[config.mk]
export PLATFORM = sky130hd
export DESIGN_NAME = gpio_irq_unit
export DESIGN_NICKNAME = d
export VERILOG_FILES = /design/src/rtl/gpio_irq_pkg.sv /design/src/rtl/gpio_irq_sync.sv /design/src/rtl/gpio_irq_cfg.sv /design/src/rtl/gpio_irq_detect.sv /design/src/rtl/gpio_irq_prio.sv /design/src/rtl/gpio_irq_unit.sv
export SDC_FILE = /design/constraint.sdc
export NUM_CORES = 1
export LEC_CHECK = 0
export ABC_AREA = 1
export BUFFER_PORTS_ARGS = -buffer_cell sky130_fd_sc_hd__buf_2
export CAP_MARGIN = 20
export CORE_MARGIN = 2
export CORE_UTILIZATION = 30
export CTS_CLUSTER_DIAMETER = 100
export CTS_CLUSTER_SIZE = 14
export DETAILED_ROUTE_END_ITERATION = 7
export PLACE_DENSITY_LB_ADDON = 0.3
export SETUP_SLACK_MARGIN = 0.1
export SLEW_MARGIN = 20
export SYNTH_ARGS = -nofsm -noshare
export SYNTH_HDL_FRONTEND = slang
export SYNTH_SLANG_ARGS = --single-unit
[constraint.sdc]
create_clock -name clk -period 12.7 [get_ports clk]
set_input_delay 0 -clock clk [delete_from_list [all_inputs] [get_ports clk]]
set_output_delay 0 -clock clk [all_outputs]
set_load 0.05 [all_outputs]
[src/rtl/gpio_irq_pkg.sv]
package gpio_irq_pkg;
  localparam int NPIN    = 32;
  localparam int REG_W   = 16;
  localparam int ADDR_W  = 6;
  localparam int NBANK   = NPIN / REG_W;
  localparam int BANK_AW = (NBANK > 1) ? $clog2(NBANK) : 1;
  localparam int BANK_LSB = 1;
  localparam int ID_W    = $clog2(NPIN);

  localparam logic [ADDR_W-1:0] OFS_STAT = 6'h08;
  localparam logic [ADDR_W-1:0] OFS_ENA  = 6'h0C;
  localparam logic [ADDR_W-1:0] OFS_TYPE = 6'h10;
  localparam logic [ADDR_W-1:0] OFS_LVL  = 6'h14;
  localparam logic [ADDR_W-1:0] OFS_HOLD = 6'h18;
  localparam logic [ADDR_W-1:0] OFS_FALL = 6'h20;
  localparam logic [ADDR_W-1:0] OFS_RISE = 6'h24;

  typedef struct packed {
    logic [NPIN-1:0] ena;
    logic [NPIN-1:0] edge_mode;
    logic [NPIN-1:0] act_high;
    logic [NPIN-1:0] hold;
    logic [NPIN-1:0] fall_en;
    logic [NPIN-1:0] rise_en;
  } pin_cfg_t;
endpackage

[src/rtl/gpio_irq_sync.sv]
module gpio_irq_sync #(
  parameter int W = 32
) (
  input  logic         clk,
  input  logic         rst_n,
  input  logic [W-1:0] d,
  output logic [W-1:0] q_cur,
  output logic [W-1:0] q_prev
);
  logic [W-1:0] meta_q, cur_q, prev_q;

  always_ff @(posedge clk or negedge rst_n) begin
    if (!rst_n) begin
      meta_q <= '0;
      cur_q  <= '0;
      prev_q <= '0;
    end else begin
      meta_q <= d;
      cur_q  <= meta_q;
      prev_q <= cur_q;
    end
  end

  assign q_cur  = cur_q;
  assign q_prev = prev_q;
endmodule

[src/rtl/gpio_irq_cfg.sv]
module gpio_irq_cfg
  import gpio_irq_pkg::*;
(
  input  logic              clk,
  input  logic              rst_n,
  input  logic              wr_en,
  input  logic [ADDR_W-1:0] addr,
  input  logic [REG_W-1:0]  wdata,
  input  logic [NPIN-1:0]   status,
  output logic [REG_W-1:0]  rdata,
  output pin_cfg_t          cfg,
  output logic [NPIN-1:0]   clr_mask
);
  localparam logic [ADDR_W-1:0] BASE_MASK =
    ~ADDR_W'((1 << (BANK_LSB + BANK_AW)) - 1);

  logic [ADDR_W-1:0]  base;
  logic [BANK_AW-1:0] bsel;
  pin_cfg_t           cfg_q, cfg_d;
  logic [NPIN-1:0]    rd_vec;

  assign base = addr & BASE_MASK;
  assign bsel = addr[BANK_LSB +: BANK_AW];

  function automatic logic [NPIN-1:0] put_word(input logic [NPIN-1:0] old,
                                               input logic [REG_W-1:0] val,
                                               input logic [BANK_AW-1:0] b);
    logic [NPIN-1:0] r;
    r = old;
    r[b*REG_W +: REG_W] = val;
    return r;
  endfunction

  // next-state for configuration and the clear strobe
  always_comb begin
    cfg_d    = cfg_q;
    clr_mask = '0;
    if (wr_en) begin
      unique case (base)
        OFS_STAT: clr_mask          = put_word('0, wdata, bsel);
        OFS_ENA:  cfg_d.ena         = put_word(cfg_q.ena, wdata, bsel);
        OFS_TYPE: cfg_d.edge_mode   = put_word(cfg_q.edge_mode, wdata, bsel);
        OFS_LVL:  cfg_d.act_high    = put_word(cfg_q.act_high, wdata, bsel);
        OFS_HOLD: cfg_d.hold        = put_word(cfg_q.hold, wdata, bsel);
        OFS_FALL: cfg_d.fall_en     = put_word(cfg_q.fall_en, wdata, bsel);
        OFS_RISE: cfg_d.rise_en     = put_word(cfg_q.rise_en, wdata, bsel);
        default:  cfg_d             = cfg_q;
      endcase
    end
  end

  always_ff @(posedge clk or negedge rst_n) begin
    if (!rst_n) begin
      cfg_q <= '0;
    end else if (wr_en) begin
      cfg_q <= cfg_d;
    end
  end

  // read path
  always_comb begin
    unique case (base)
      OFS_STAT: rd_vec = status;
      OFS_ENA:  rd_vec = cfg_q.ena;
      OFS_TYPE: rd_vec = cfg_q.edge_mode;
      OFS_LVL:  rd_vec = cfg_q.act_high;
      OFS_HOLD: rd_vec = cfg_q.hold;
      OFS_FALL: rd_vec = cfg_q.fall_en;
      OFS_RISE: rd_vec = cfg_q.rise_en;
      default:  rd_vec = '0;
    endcase
    rdata = rd_vec[bsel*REG_W +: REG_W];
  end

  assign cfg = cfg_q;

  AST_ENA_LOW_WRITE: assert property (@(posedge clk) disable iff (!rst_n)
    (wr_en && addr == OFS_ENA) |=> (cfg_q.ena[REG_W-1:0] == $past(wdata)));
  AST_ENA_HIGH_WRITE: assert property (@(posedge clk) disable iff (!rst_n)
    (wr_en && addr == (OFS_ENA + ADDR_W'(2))) |=> (cfg_q.ena[NPIN-1:REG_W] == $past(wdata)));
endmodule

[src/rtl/gpio_irq_detect.sv]
module gpio_irq_detect
  import gpio_irq_pkg::*;
(
  input  logic            clk,
  input  logic            rst_n,
  input  logic [NPIN-1:0] cur,
  input  logic [NPIN-1:0] prev,
  input  pin_cfg_t        cfg,
  input  logic [NPIN-1:0] clr,
  output logic [NPIN-1:0] status
);
  logic [NPIN-1:0] status_q, status_d, hit;

  always_comb begin
    for (int i = 0; i < NPIN; i++) begin
      if (cfg.edge_mode[i]) begin
        hit[i] = (cfg.rise_en[i] & cur[i] & ~prev[i]) |
                 (cfg.fall_en[i] & ~cur[i] & prev[i]);
      end else begin
        hit[i] = (cur[i] == cfg.act_high[i]);
      end
      if (clr[i]) begin
        status_d[i] = 1'b0;
      end else if (cfg.edge_mode[i] & cfg.hold[i]) begin
        status_d[i] = status_q[i] | hit[i];
      end else begin
        status_d[i] = hit[i];
      end
    end
  end

  always_ff @(posedge clk or negedge rst_n) begin
    if (!rst_n) begin
      status_q <= '0;
    end else begin
      status_q <= status_d;
    end
  end

  assign status = status_q;

  AST_CLEAR_WINS: assert property (@(posedge clk) disable iff (!rst_n)
    (|clr) |=> ((status_q & $past(clr)) == '0));
  AST_HOLD_KEEPS: assert property (@(posedge clk) disable iff (!rst_n)
    1'b1 |=> (($past(status_q & cfg.edge_mode & cfg.hold & ~clr) & ~status_q) == '0));
  AST_EDGE_QUIET: assert property (@(posedge clk) disable iff (!rst_n)
    1'b1 |=> ((status_q & $past(cfg.edge_mode & ~cfg.rise_en & ~cfg.fall_en & ~cfg.hold)) == '0));
endmodule

[src/rtl/gpio_irq_prio.sv]
module gpio_irq_prio #(
  parameter int W = 32,
  localparam int IW = (W > 1) ? $clog2(W) : 1
) (
  input  logic          clk,
  input  logic          rst_n,
  input  logic [W-1:0]  active,
  output logic          any,
  output logic [IW-1:0] idx
);
  always_comb begin
    idx = '0;
    for (int i = W - 1; i >= 0; i--) begin
      if (active[i]) idx = IW'(i);
    end
  end

  assign any = |active;

  AST_ID_IS_ACTIVE: assert property (@(posedge clk) disable iff (!rst_n)
    any |-> active[idx]);
  AST_ID_IS_LOWEST: assert property (@(posedge clk) disable iff (!rst_n)
    any |-> ((active & ((W'(1) << idx) - W'(1))) == '0));
  AST_ID_IDLE_ZERO: assert property (@(posedge clk) disable iff (!rst_n)
    !any |-> (idx == '0));
endmodule

[src/rtl/gpio_irq_unit.sv]
module gpio_irq_unit
  import gpio_irq_pkg::*;
(
  input  logic              clk,
  input  logic              rst_n,
  input  logic [NPIN-1:0]   pin_in,
  input  logic              wr_en,
  input  logic [ADDR_W-1:0] addr,
  input  logic [REG_W-1:0]  wdata,
  output logic [REG_W-1:0]  rdata,
  output logic              irq_out,
  output logic              src_valid,
  output logic [ID_W-1:0]   src_id
);
  logic [1:0]      rst_pipe;
  logic            rst_core_n;
  logic [NPIN-1:0] pin_cur, pin_prev, status, clr_mask, active;
  pin_cfg_t        cfg;
  logic            any_src;

  // asynchronous assertion, release aligned to clk
  always_ff @(posedge clk or negedge rst_n) begin
    if (!rst_n) begin
      rst_pipe <= '0;
    end else begin
      rst_pipe <= {rst_pipe[0], 1'b1};
    end
  end
  assign rst_core_n = rst_pipe[1];

  gpio_irq_sync #(.W(NPIN)) u_sync (
    .clk    (clk),
    .rst_n  (rst_core_n),
    .d      (pin_in),
    .q_cur  (pin_cur),
    .q_prev (pin_prev)
  );

  gpio_irq_cfg u_cfg (
    .clk      (clk),
    .rst_n    (rst_core_n),
    .wr_en    (wr_en),
    .addr     (addr),
    .wdata    (wdata),
    .status   (status),
    .rdata    (rdata),
    .cfg      (cfg),
    .clr_mask (clr_mask)
  );

  gpio_irq_detect u_det (
    .clk    (clk),
    .rst_n  (rst_core_n),
    .cur    (pin_cur),
    .prev   (pin_prev),
    .cfg    (cfg),
    .clr    (clr_mask),
    .status (status)
  );

  assign active = status & cfg.ena;

  gpio_irq_prio #(.W(NPIN)) u_prio (
    .clk    (clk),
    .rst_n  (rst_core_n),
    .active (active),
    .any    (any_src),
    .idx    (src_id)
  );

  assign irq_out   = any_src;
  assign src_valid = any_src;

  AST_MASK_KEEPS_STATUS: assert property (@(posedge clk) disable iff (!rst_core_n)
    (wr_en && addr == OFS_ENA && wdata == '0 && status[0] && cfg.edge_mode[0] && cfg.hold[0])
      |=> (status[0] && !irq_out || |active));
endmodule

==> summary.log, run 1 <==
INFO  outcome        result_of_the_run=completed
INFO  sta            grt_setup_unrepaired=no
INFO  cells_and_area postLayoutCellArea=16,100um2
INFO  clock_tree     path_clk_slew=0.07ns
INFO  placed_design  gp_routability_congestion=0.845
INFO  global_route   total_congestion_overflow_after_global_routing=0
INFO  sta            slew-limit-headroom=23.2%
INFO  global_route   grt.met3_usage=2.59%
INFO  yosys          yosys.cell_types.count=35
INFO  worst_setup_path critical_path_capture_point_type=output pin
INFO  cells_and_area final_core_utilization=35.5%
INFO  sta            min_period_over_period=31.5%
INFO  route          final_routed_wirelength_across_all_metal_layers=42.9mm
INFO  route          routed_wire_length_per_instance=19.3um
INFO  die            fp.dieArea=47,700um2
INFO  global_route   global_route_layer_with_the_greatest_usage=met2
INFO  route          drc_markers=0
INFO  global_route   use_met1=26.5%
INFO  clock_tree     cts_max_path_buffers=3
INFO  yosys          dominantRegCellSynth=dfrtp_1
INFO  sta            fmax_achieved=0.250GHz
INFO  placed_design  port_buffers=78
INFO  sta            totalNegativeSetupSlack=0ns
INFO  yosys          synth.most_common_cell=nand2_1
INFO  placed_design  postPlaceCellArea=14,900um2
INFO  worst_setup_path cp.arrival=4.00ns
INFO  global_route   gr-usage-all-layers=18.3%
INFO  die            die_width=218um
INFO  clock_tree     cts.repair.resized=0
INFO  worst_setup_path crit_path_max_fanout=30
INFO  die            fp.dieH=218um
INFO  worst_setup_path worstReg2RegEnd=u_sync.q_prev[8]$_DFF_PN0_
INFO  worst_setup_path critical_path.slowest_cell=a2111oi_0
INFO  worst_setup_path worst_r2r_path_depth=2
INFO  worst_setup_path critPathLaunchType=primary input
INFO  worst_setup_path critical_path.top_delay_family=buffers and inverters
INFO  min_path       holdPathEnd=u_sync.meta_q[2]$_DFF_PN0_
INFO  clock_tree     cts.sinks=322
INFO  yosys          synth.top_cells.by_area=dfrtp_1 (58%), nand2_1 (10%), o21ai_0 (8.8%)
INFO  route          vias=11,300
INFO  yosys          postSynth.asyncResetShare=100%
INFO  pwr            ir_worst_vdd=0.0808mV
INFO  pwr            power_leakage=7.17nW
INFO  clock_tree     cts_tree=yes
INFO  die            core=45,400um2
INFO  sta            final_hold_viol_count=0
INFO  cells_and_area layout_nets=1,685
INFO  sta            finalMaxSlewViolations=0
INFO  global_route   antenna_found_initial=0
INFO  worst_setup_path critical_path.reg2reg.startpoint=rst_pipe[1]$_DFF_PN0_
INFO  global_route   global_route_wire_length_before_repair=67.3mm
INFO  yosys          yosys_warnings=0
INFO  yosys          synth_top_cells_by_count=nand2_1 (384), dfrtp_1 (322), o21ai_0 (242)
INFO  worst_setup_path critical_path_required=12.70ns
INFO  min_path       worstHoldPathType=primary input to register
INFO  die            starting_density_of_the_core=30.4%
INFO  yosys          synth_top_cell_by_area=dfrtp_1
INFO  route          drt_first_pass_iters=6
INFO  worst_setup_path path_buf_inv=5
INFO  placed_design  hpwl=27.1mm
INFO  yosys          synth-edff-count=0
INFO  clock_tree     cts_post_setup_buffers_inserted=0
INFO  clock_tree     numCtsBuffers=26
INFO  yosys          synth_fp_nets=1,561
INFO  worst_setup_path worst_path_largest_cell_delay=0.90ns
INFO  global_route   grt_use_met2=28.6%
INFO  yosys          synth-seq-area-share=58.4%
INFO  global_route   first_global_vias=11,200
INFO  global_route   grt_start_max_net_pins=167
INFO  route          vias_per_cell=5.06
INFO  sta            post-route-min-period=4.00ns
INFO  yosys          ys_seq_elements=322
INFO  die            num_rows=78
INFO  yosys          post_synthesis_cell_area=13,800um2
INFO  min_path       hold_path_startpoint=pin_in[2]
INFO  yosys          synthesis.instances=1,504
INFO  cells_and_area post_route_cells_drive_above_1_share=8.97%
INFO  min_path       worst_hold_path.num_cells=2
INFO  worst_setup_path cp_cell_sequence=buf_2 -> inv_1 -> nor2_1 -> nand2_1 -> inv_1 -> buf_4 -> nand2_1 -> o21ai_0 -> a2111oi_0 -> o21ai_0 -> buf_2
INFO  cells_and_area synthToLayoutAreaGrowth=16.9%
INFO  die            boundaryPins=80
INFO  clock_tree     cts_hold_buffers=51
INFO  worst_setup_path timing.setup.critical_path_class=primary input to output pin
INFO  yosys          yosys.area.top_type_share=58.4%
INFO  pwr            power.density=152nW/um2
INFO  yosys          synth_area_per_cell=9.17um2
INFO  job            max_cap_violations=0
INFO  cells_and_area num_antenna_cells=0
INFO  clock_tree     ctsHtreeMaxLevel=1
INFO  route          detail-route-antenna-nets=0
INFO  clock_tree     ctsRootBufferMaster=clkbuf_16
INFO  sta            setup_violations=0
INFO  sta            fin_worst_skew=0.0116ns
INFO  clock_tree     clock_latency=0.56ns
INFO  sta            max_slew.worst_pin.slew=1.15ns
INFO  worst_setup_path timing.reg2reg.setup_slack=10.47ns
INFO  route          drtIter0Drc=1,020
## cell type report
class                      count  area (um2)
fill                        4672       29300
timing repair buffer         157        1120
tap                          600         751
sequential                   322        8060
inverter                     130         488
multi-input combinational    991        5020
clock buffer                  28         679
## per-layer routing
layer	up-vias	routed length (um)
met3	70	2550
met2	375	19200
met5	-	0
li1	5327	-
met4	0	1170
met1	5510	20000
## worst max-delay path by stage
| stage | start | endpoint | slack [ns] | cells past startpoint |
|---|---|---|---|---|
| global placement | addr[3] | rdata[7] | 8.76 | 11 |
| detailed placement | addr[3] | rdata[15] | 8.76 | 11 |
| finish | addr[3] | rdata[7] | 8.70 | 11 |
| global route | addr[3] | rdata[8] | 8.65 | 9 |
| floorplan | rst_pipe[1]$_DFF_PN0_ | u_cfg.cfg[0]$_DFFE_PN0P_ | 3.06 | 0 |
| CTS | addr[3] | rdata[7] | 8.75 | 11 |
## kinds of logic after synthesis
kind of cell,Yosys count,share of synthesized area [%]
AOI/OAI and AO/OA,450,19.1
xor gates and xnor gates,32,2.03
buffers and inverters,191,5.23
DFF,322,58.4
other,1,0.0272
and+or+nand+nor,508,15.2
## worst register-to-register path: stages, from the launching register on
cell and delay, ns:
dfrtp_4 0.70, buf_4 0.81, buf_4 0.72
## state kept, by name, indices dropped and copies added, names as in the netlist
register,cells
u_sync.q_cur,32
u_det.status,32
u_cfg.cfg,192
u_sync.q_prev,32
rst_pipe,2
u_sync.meta_q,32
## per-stage QoR
step / power (W) / instances / setup WS, ns / hold slack (ns)
global placement: 0.00170 / 2149 / 8.76 / -0.213
global route: 0.00258 / 2228 / 8.65 / 0.0625
CTS: 0.00247 / 2228 / 8.75 / 0.0462
detailed placement: 0.00171 / 2149 / 8.76 / -0.212
finish: 0.00245 / 2228 / 8.70 / 0.0746
floorplan: 0.00156 / 1504 / 3.06 / -0.296
## placed cells by master, fill, tap and decap left out, drive strengths merged, types with 9 or more instances in the layout
cell         count
a22o            11
xnor2           29
dlygate4sd3     51
nor3b            9
nand2          389
o22ai           37
nor3            23
nor2            63
o21ai          251
inv            127
a31oi           21
dfrtp          322
buf            106
nand3b          20
a21oi           49
clkbuf          28
o211ai          24
a2111oi          9
a221oi          40
## report_power, final
group	total [W]	switching, W	internal, W
Sequential	0.00128	0.000110	0.00117
Combinational	0.000427	0.000278	0.000150
Clock	0.000742	0.000368	0.000374
Total	0.00245	0.000756	0.00169
Power figures use the tool's default switching activity.
==> inputs of run 2 (changes only) <==
- clock period: 12.7 -> 3.73 ns (I/O delays scaled with it)
==> run 2 against run 1 <==
Compared with the run above: clock-buffer cell count is the same; first-iteration DRC count shrank 1.1%; clock power increased to 3.4 times the previous value; sequential power grew to 3.4 times the previous value; die area did not move; register-to-register slack got worse by 8.2 ns; sequential cell count unchanged; critical path depth grew 22; global-route usage about the same.
==> summary.log, run 2 (synthesized netlist as in run 1, its figures left out) <==
INFO  clock_tree     cts_tree=yes
INFO  route          drc_markers=0
INFO  cells_and_area synthToLayoutAreaGrowth=18.3%
INFO  clock_tree     ctsRootBufferMaster=clkbuf_16
INFO  cells_and_area commonest_cells_after_routing_fill_and_taps_aside=nand2_1 (384), dfrtp_1 (321), o21ai_0 (242)
INFO  min_path       hold_path_startpoint=pin_in[5]
INFO  global_route   grt_use_met2=29.1%
INFO  route          drtIter0Drc=1,009
INFO  global_route   grt_start_max_net_pins=102
INFO  die            starting_density_of_the_core=30.4%
INFO  route          drt_first_pass_iters=6
INFO  die            die_width=218um
INFO  worst_setup_path worst_path_largest_cell_delay=0.38ns
INFO  cells_and_area largest_register_ff_count=192
INFO  cells_and_area post_route_cells_drive_above_1_share=10.1%
INFO  placed_design  hpwl=28.3mm
INFO  placed_design  port_buffers=78
INFO  worst_setup_path critical_path_capture_point_type=output pin
INFO  worst_setup_path path_buf_inv=2
INFO  global_route   total_congestion_overflow_after_global_routing=0
INFO  route          vias_per_cell=5.07
INFO  clock_tree     cts.repair.resized=0
INFO  global_route   grt.met3_usage=2.57%
INFO  outcome        result_of_the_run=completed
INFO  clock_tree     cts.sinks=322
INFO  route          vias=11,400
INFO  die            fp.dieArea=47,700um2
INFO  clock_tree     numCtsBuffers=26
INFO  global_route   use_met1=26.2%
INFO  global_route   antenna_found_initial=0
INFO  cells_and_area fillCellCount=4,641
INFO  worst_setup_path critical_path_required=3.73ns
INFO  sta            slew-limit-headroom=38.0%
INFO  sta            final_hold_viol_count=0
INFO  pwr            power.density=510nW/um2
INFO  worst_setup_path critical_path.slowest_cell=dfrtp_1
INFO  sta            fin_worst_skew=0.0144ns
INFO  worst_setup_path worstReg2RegEnd=u_cfg.cfg[146]$_DFFE_PN0P_
INFO  global_route   global_route_wire_length_before_repair=67.1mm
INFO  worst_setup_path timing.reg2reg.setup_slack=2.30ns
INFO  global_route   first_global_vias=11,300
INFO  route          detail-route-antenna-nets=0
INFO  die            core=45,400um2
INFO  die            num_rows=78
INFO  sta            setup_violations=0
INFO  job            max_cap_violations=0
INFO  worst_setup_path worst_r2r_path_depth=2
INFO  worst_setup_path crit_path_max_fanout=3
INFO  global_route   gr-usage-all-layers=18.3%
INFO  global_route   global_route_layer_with_the_greatest_usage=met2
INFO  cells_and_area num_antenna_cells=0
INFO  sta            fin_hold_ws=0.0792ns
INFO  pwr            ir_worst_vdd=0.390mV
INFO  pwr            power_leakage=7.30nW
INFO  die            fp.dieH=218um
INFO  sta            post-route-min-period=3.09ns
INFO  clock_tree     cts_max_path_buffers=3
INFO  worst_setup_path cp.arrival=3.09ns
INFO  route          final_routed_wirelength_across_all_metal_layers=43.1mm
INFO  sta            max_slew.worst_pin.slew=0.924ns
INFO  route          routed_wire_length_per_instance=19.1um
INFO  clock_tree     ctsHtreeMaxLevel=1
INFO  sta            min_period_over_period=82.8%
INFO  worst_setup_path timing.setup.critical_path_class=register to output pin
INFO  die            boundaryPins=80
INFO  clock_tree     clock_latency=0.56ns
INFO  clock_tree     path_clk_slew=0.07ns
INFO  worst_setup_path critical_path.reg2reg.startpoint=rst_pipe[1]$_DFF_PN0_
INFO  cells_and_area layout_nets=1,710
INFO  sta            totalNegativeSetupSlack=0ns
INFO  placed_design  gp_routability_congestion=0.869
INFO  min_path       holdPathEnd=u_sync.meta_q[5]$_DFF_PN0_
INFO  sta            grt_setup_unrepaired=no
INFO  min_path       worst_hold_path.num_cells=2
INFO  sta            finalMaxSlewViolations=0
INFO  cells_and_area layout_commonest_cell=nand2_1
INFO  sta            fmax_achieved=0.324GHz
INFO  worst_setup_path critical_path.top_delay_family=simple AND/OR/NAND/NOR gates
INFO  worst_setup_path critPathLaunchType=register
INFO  worst_setup_path critical-path-top-cell-by-count=nand2_1
INFO  cells_and_area final_core_utilization=35.9%
INFO  min_path       worstHoldPathType=primary input to register
## run 2: cell count changes in the layout (fill, tap and decap cells not counted), sizes merged
cell and change:
buf +25
## run 2: metal layers
layer	wire [um]	share of wire, %	up-vias
met5	0	0	-
met4	1140	2.6	0
met3	2200	5.1	68
met2	19500	45	337
met1	20300	47	5650
li1	-	-	5364
## run 2: worst max path at each step
| stage | slack (ns) | end | start | cells after the start |
|---|---|---|---|---|
| after floorplan | 0.54 | u_cfg.cfg[0]$_DFFE_PN0P_ | rst_pipe[1]$_DFF_PN0_ | 0 |
| after global placement | 1.16 | src_id[0] | u_det.status[31]$_DFF_PN0_ | 33 |
| after detailed placement | 1.23 | src_id[0] | u_det.status[31]$_DFF_PN0_ | 33 |
| after CTS | 0.62 | src_id[0] | u_det.status[31]$_DFF_PN0_ | 33 |
| after global routing | 0.25 | src_id[0] | u_det.status[31]$_DFF_PN0_ | 33 |
| final | 0.64 | src_id[0] | u_det.status[31]$_DFF_PN0_ | 33 |
## run 2: final cells by class
cell class	count	area, um2	area share (%)
Sequential cell	322	8060	49.4
Multi-Input combinational cell	991	5010	30.7
Timing Repair Buffer	182	1320	8.11
Tap cell	600	751	4.60
Clock buffer	28	679	4.16
Inverter	130	488	2.99
## run 2: report_power, final
group,switching (W),internal (W)
clock,0.00124,0.00127
combinational,0.000937,0.000527
sequential,0.000376,0.00398
## run 2: per-stage QoR
step	std cells	cell area, um2	setup WS (ns)	power (W)
global route	2253	16300	0.245	0.00881
global placement	2174	15100	1.16	0.00580
floorplan	1504	13800	0.537	0.00532
finish	2253	16300	0.641	0.00832
CTS	2253	16300	0.620	0.00840
detailed placement	2174	15100	1.23	0.00583
## run 2: repair_timing
item	in CTS	in global routing
hold buffers	51	0
endpoints found under the hold margin	249	0
setup buffers	0	0
==> inputs of run 3 (changes only) <==
- clock period: 3.73 -> 2.8 ns (I/O delays scaled with it)
==> run 3 against run 2 <==
Compared with the run above: the flow now finishes with violations (setup timing); global-route usage grew 0.18 points; design area grew 1.9%; clock skew shrank 0.0049 ns; clock-buffer cell count is the same; sequential cell count is the same; sequential share of layout area shrank 0.91 points; cell count grew 0.80%; sequential power grew 33%; core utilization grew 0.67 points; non-clock buffer count grew 18; power grew 35%; setup slack lost 0.76 ns; critical path type unchanged; critical endpoint unchanged; highest routed layer unchanged.
==> summary.log, run 3 (synthesized netlist as in run 1, its figures left out) <==
INFO  worst_setup_path cp.arrival=2.92ns
INFO  sta            max_slew.worst_pin.slew=0.722ns
INFO  sta            fin_ws=-0.121ns
INFO  sta            final_hold_viol_count=0
INFO  route          vias_per_cell=5.04
INFO  placed_design  place_ws=0.324ns
INFO  clock_tree     numCtsBuffers=26
INFO  cells_and_area synthToLayoutAreaGrowth=20.5%
INFO  worst_setup_path critical-path-top-cell-by-count=nand2_1
INFO  sta            totalNegativeSetupSlack=-0.121ns
INFO  clock_tree     cts.sinks=322
INFO  placed_design  hpwl=29.2mm
INFO  outcome        result_of_the_run=finished, violations left
INFO  sta            slew-limit-headroom=51.7%
INFO  clock_tree     cts_max_path_buffers=3
INFO  clock_tree     ctsRootBufferMaster=clkbuf_16
INFO  worst_setup_path timing.setup.critical_path_class=register to output pin
INFO  sta            post-route-min-period=2.92ns
INFO  die            core=45,400um2
INFO  sta            fin_worst_skew=0.00949ns
INFO  die            starting_density_of_the_core=30.4%
INFO  cells_and_area commonest_cells_after_routing_fill_and_taps_aside=nand2_1 (382), dfrtp_1 (321), o21ai_0 (242)
INFO  clock_tree     cts_tree=yes
INFO  global_route   grt_start_max_net_pins=124
INFO  placed_design  gp_routability_congestion=0.885
INFO  cells_and_area num_antenna_cells=0
INFO  sta            setup_violations=1
INFO  route          detail-route-antenna-nets=0
INFO  placed_design  port_buffers=78
INFO  worst_setup_path worst_path_largest_cell_delay=0.36ns
INFO  sta            grt_setup_unrepaired=yes
INFO  route          routed_wire_length_per_instance=19.2um
INFO  pwr            netSwitchingPower=0.00344W
INFO  cells_and_area layout_nets=1,728
INFO  cells_and_area largest_register_ff_count=192
INFO  sta            min_period_over_period=104%
INFO  global_route   first_global_vias=11,500
INFO  pwr            clockPowerShare=29.9%
INFO  global_route   global_route_wire_length_before_repair=68.1mm
INFO  pwr            power.density=674nW/um2
INFO  global_route   antenna_found_initial=0
INFO  die            fp.dieH=218um
INFO  pwr            sw_frac_of_total=30.7%
INFO  route          vias=11,500
INFO  die            die_width=218um
INFO  sta            finalMaxSlewViolations=0
INFO  clock_tree     path_clk_slew=0.07ns
INFO  global_route   total_congestion_overflow_after_global_routing=0
INFO  pwr            power_frac_seq=51.6%
INFO  worst_setup_path critical_path.slowest_cell=dfrtp_1
INFO  cells_and_area post_route_cells_drive_above_1_share=11.3%
INFO  clock_tree     clock_latency=0.56ns
INFO  route          drt_first_pass_iters=5
INFO  pwr            internal_power=0.00776W
INFO  route          drtIter0Drc=916
INFO  job            max_cap_violations=0
INFO  worst_setup_path crit_path_max_fanout=2
INFO  min_path       worstHoldPathType=primary input to register
INFO  pwr            power.share.combinational=18.4%
INFO  worst_setup_path critical_path_capture_point_type=output pin
INFO  die            num_rows=78
INFO  clock_tree     ctsHtreeMaxLevel=1
INFO  pwr            power_leakage=7.42nW
INFO  die            fp.dieArea=47,700um2
INFO  global_route   gr-usage-all-layers=18.5%
INFO  die            boundaryPins=80
INFO  worst_setup_path critical_path_required=2.80ns
INFO  cells_and_area layout_commonest_cell=nand2_1
INFO  route          final_routed_wirelength_across_all_metal_layers=43.7mm
INFO  worst_setup_path critPathLaunchType=register
INFO  pwr            ir_worst_vdd=0.440mV
INFO  route          drc_markers=0
INFO  sta            fmax_achieved=0.342GHz
INFO  outcome        failed_checks=setup timing
run 3: final cells by class:
class,instances,area (um2)
fill,4627,28800
sequential,322,8060
multi-input combinational,991,5030
timing repair buffer,200,1610
tap,600,751
clock buffer,28,679
inverter,130,488
run 3: per-stage QoR:
stage          hold WS, ns  area [um2]  std cells  utilization [%]  power, W
4_1_cts             0.0481       16600       2271             36.6    0.0113
5_1_grt             0.0619       16600       2271             36.6    0.0118
6_report            0.0787       16600       2271             36.6    0.0112
2_1_floorplan       -0.296       13800       1504                -   0.00708
3_5_place_dp        -0.211       15400       2188             33.9   0.00782
3_3_place_gp        -0.213       15400       2188             33.9   0.00778
run 3: timing repair:
item / CTS / global route
hold buffers: 51 / 0
hold endpoints to repair: 250 / 0
endpoints found under the setup margin: 2 / 3
gates resized for setup: 5 / 5
buffers inserted: 4 / 0
pin swaps: 3 / 1
run 3: per-layer routing:
metal	routed length (um)	up-vias	GRT usage (%)
met4	1090	0	5.58
met1	19800	5615	25.9
li1	-	5399	-
met2	19700	376	29.4
met3	3100	67	3.06
met5	0	-	0
run 3: power groups by stage:
stage / logic (W) / registers [W] / clock network [W]
6_report: 0.00206 / 0.00579 / 0.00335
5_1_grt: 0.00231 / 0.00587 / 0.00366
2_1_floorplan: 0.00130 / 0.00579 / 0
3_5_place_dp: 0.00196 / 0.00586 / 0
3_3_place_gp: 0.00193 / 0.00585 / 0
4_1_cts: 0.00205 / 0.00578 / 0.00348
run 3: critical path, delay by kind of cell (launching register included):
kind	cells	cell delay, ns
compound gates	1	0.18
buf+inv	2	0.23
flops	1	0.36
simple gates	30	1.58
run 3: final timing paths:
path,slack (ns),depth (start not counted),endpoint,start
min,0.08,2,u_sync.meta_q[28]$_DFF_PN0_,pin_in[28]
max,-0.12,33,src_id[0],u_det.status[31]$_DFF_PN0_
max reg2reg,1.75,4,u_det.status[13]$_DFF_PN0_,u_sync.q_cur[13]$_DFF_PN0_
min in group asynchronous,0.28,3,rst_pipe[1]$_DFF_PN0_,rst_n
min reg2reg,0.32,1,u_cfg.cfg[98]$_DFFE_PN0P_,rst_pipe[1]$_DFF_PN0_
max in group asynchronous,1.83,1,u_det.status[29]$_DFF_PN0_,rst_pipe[1]$_DFF_PN0_
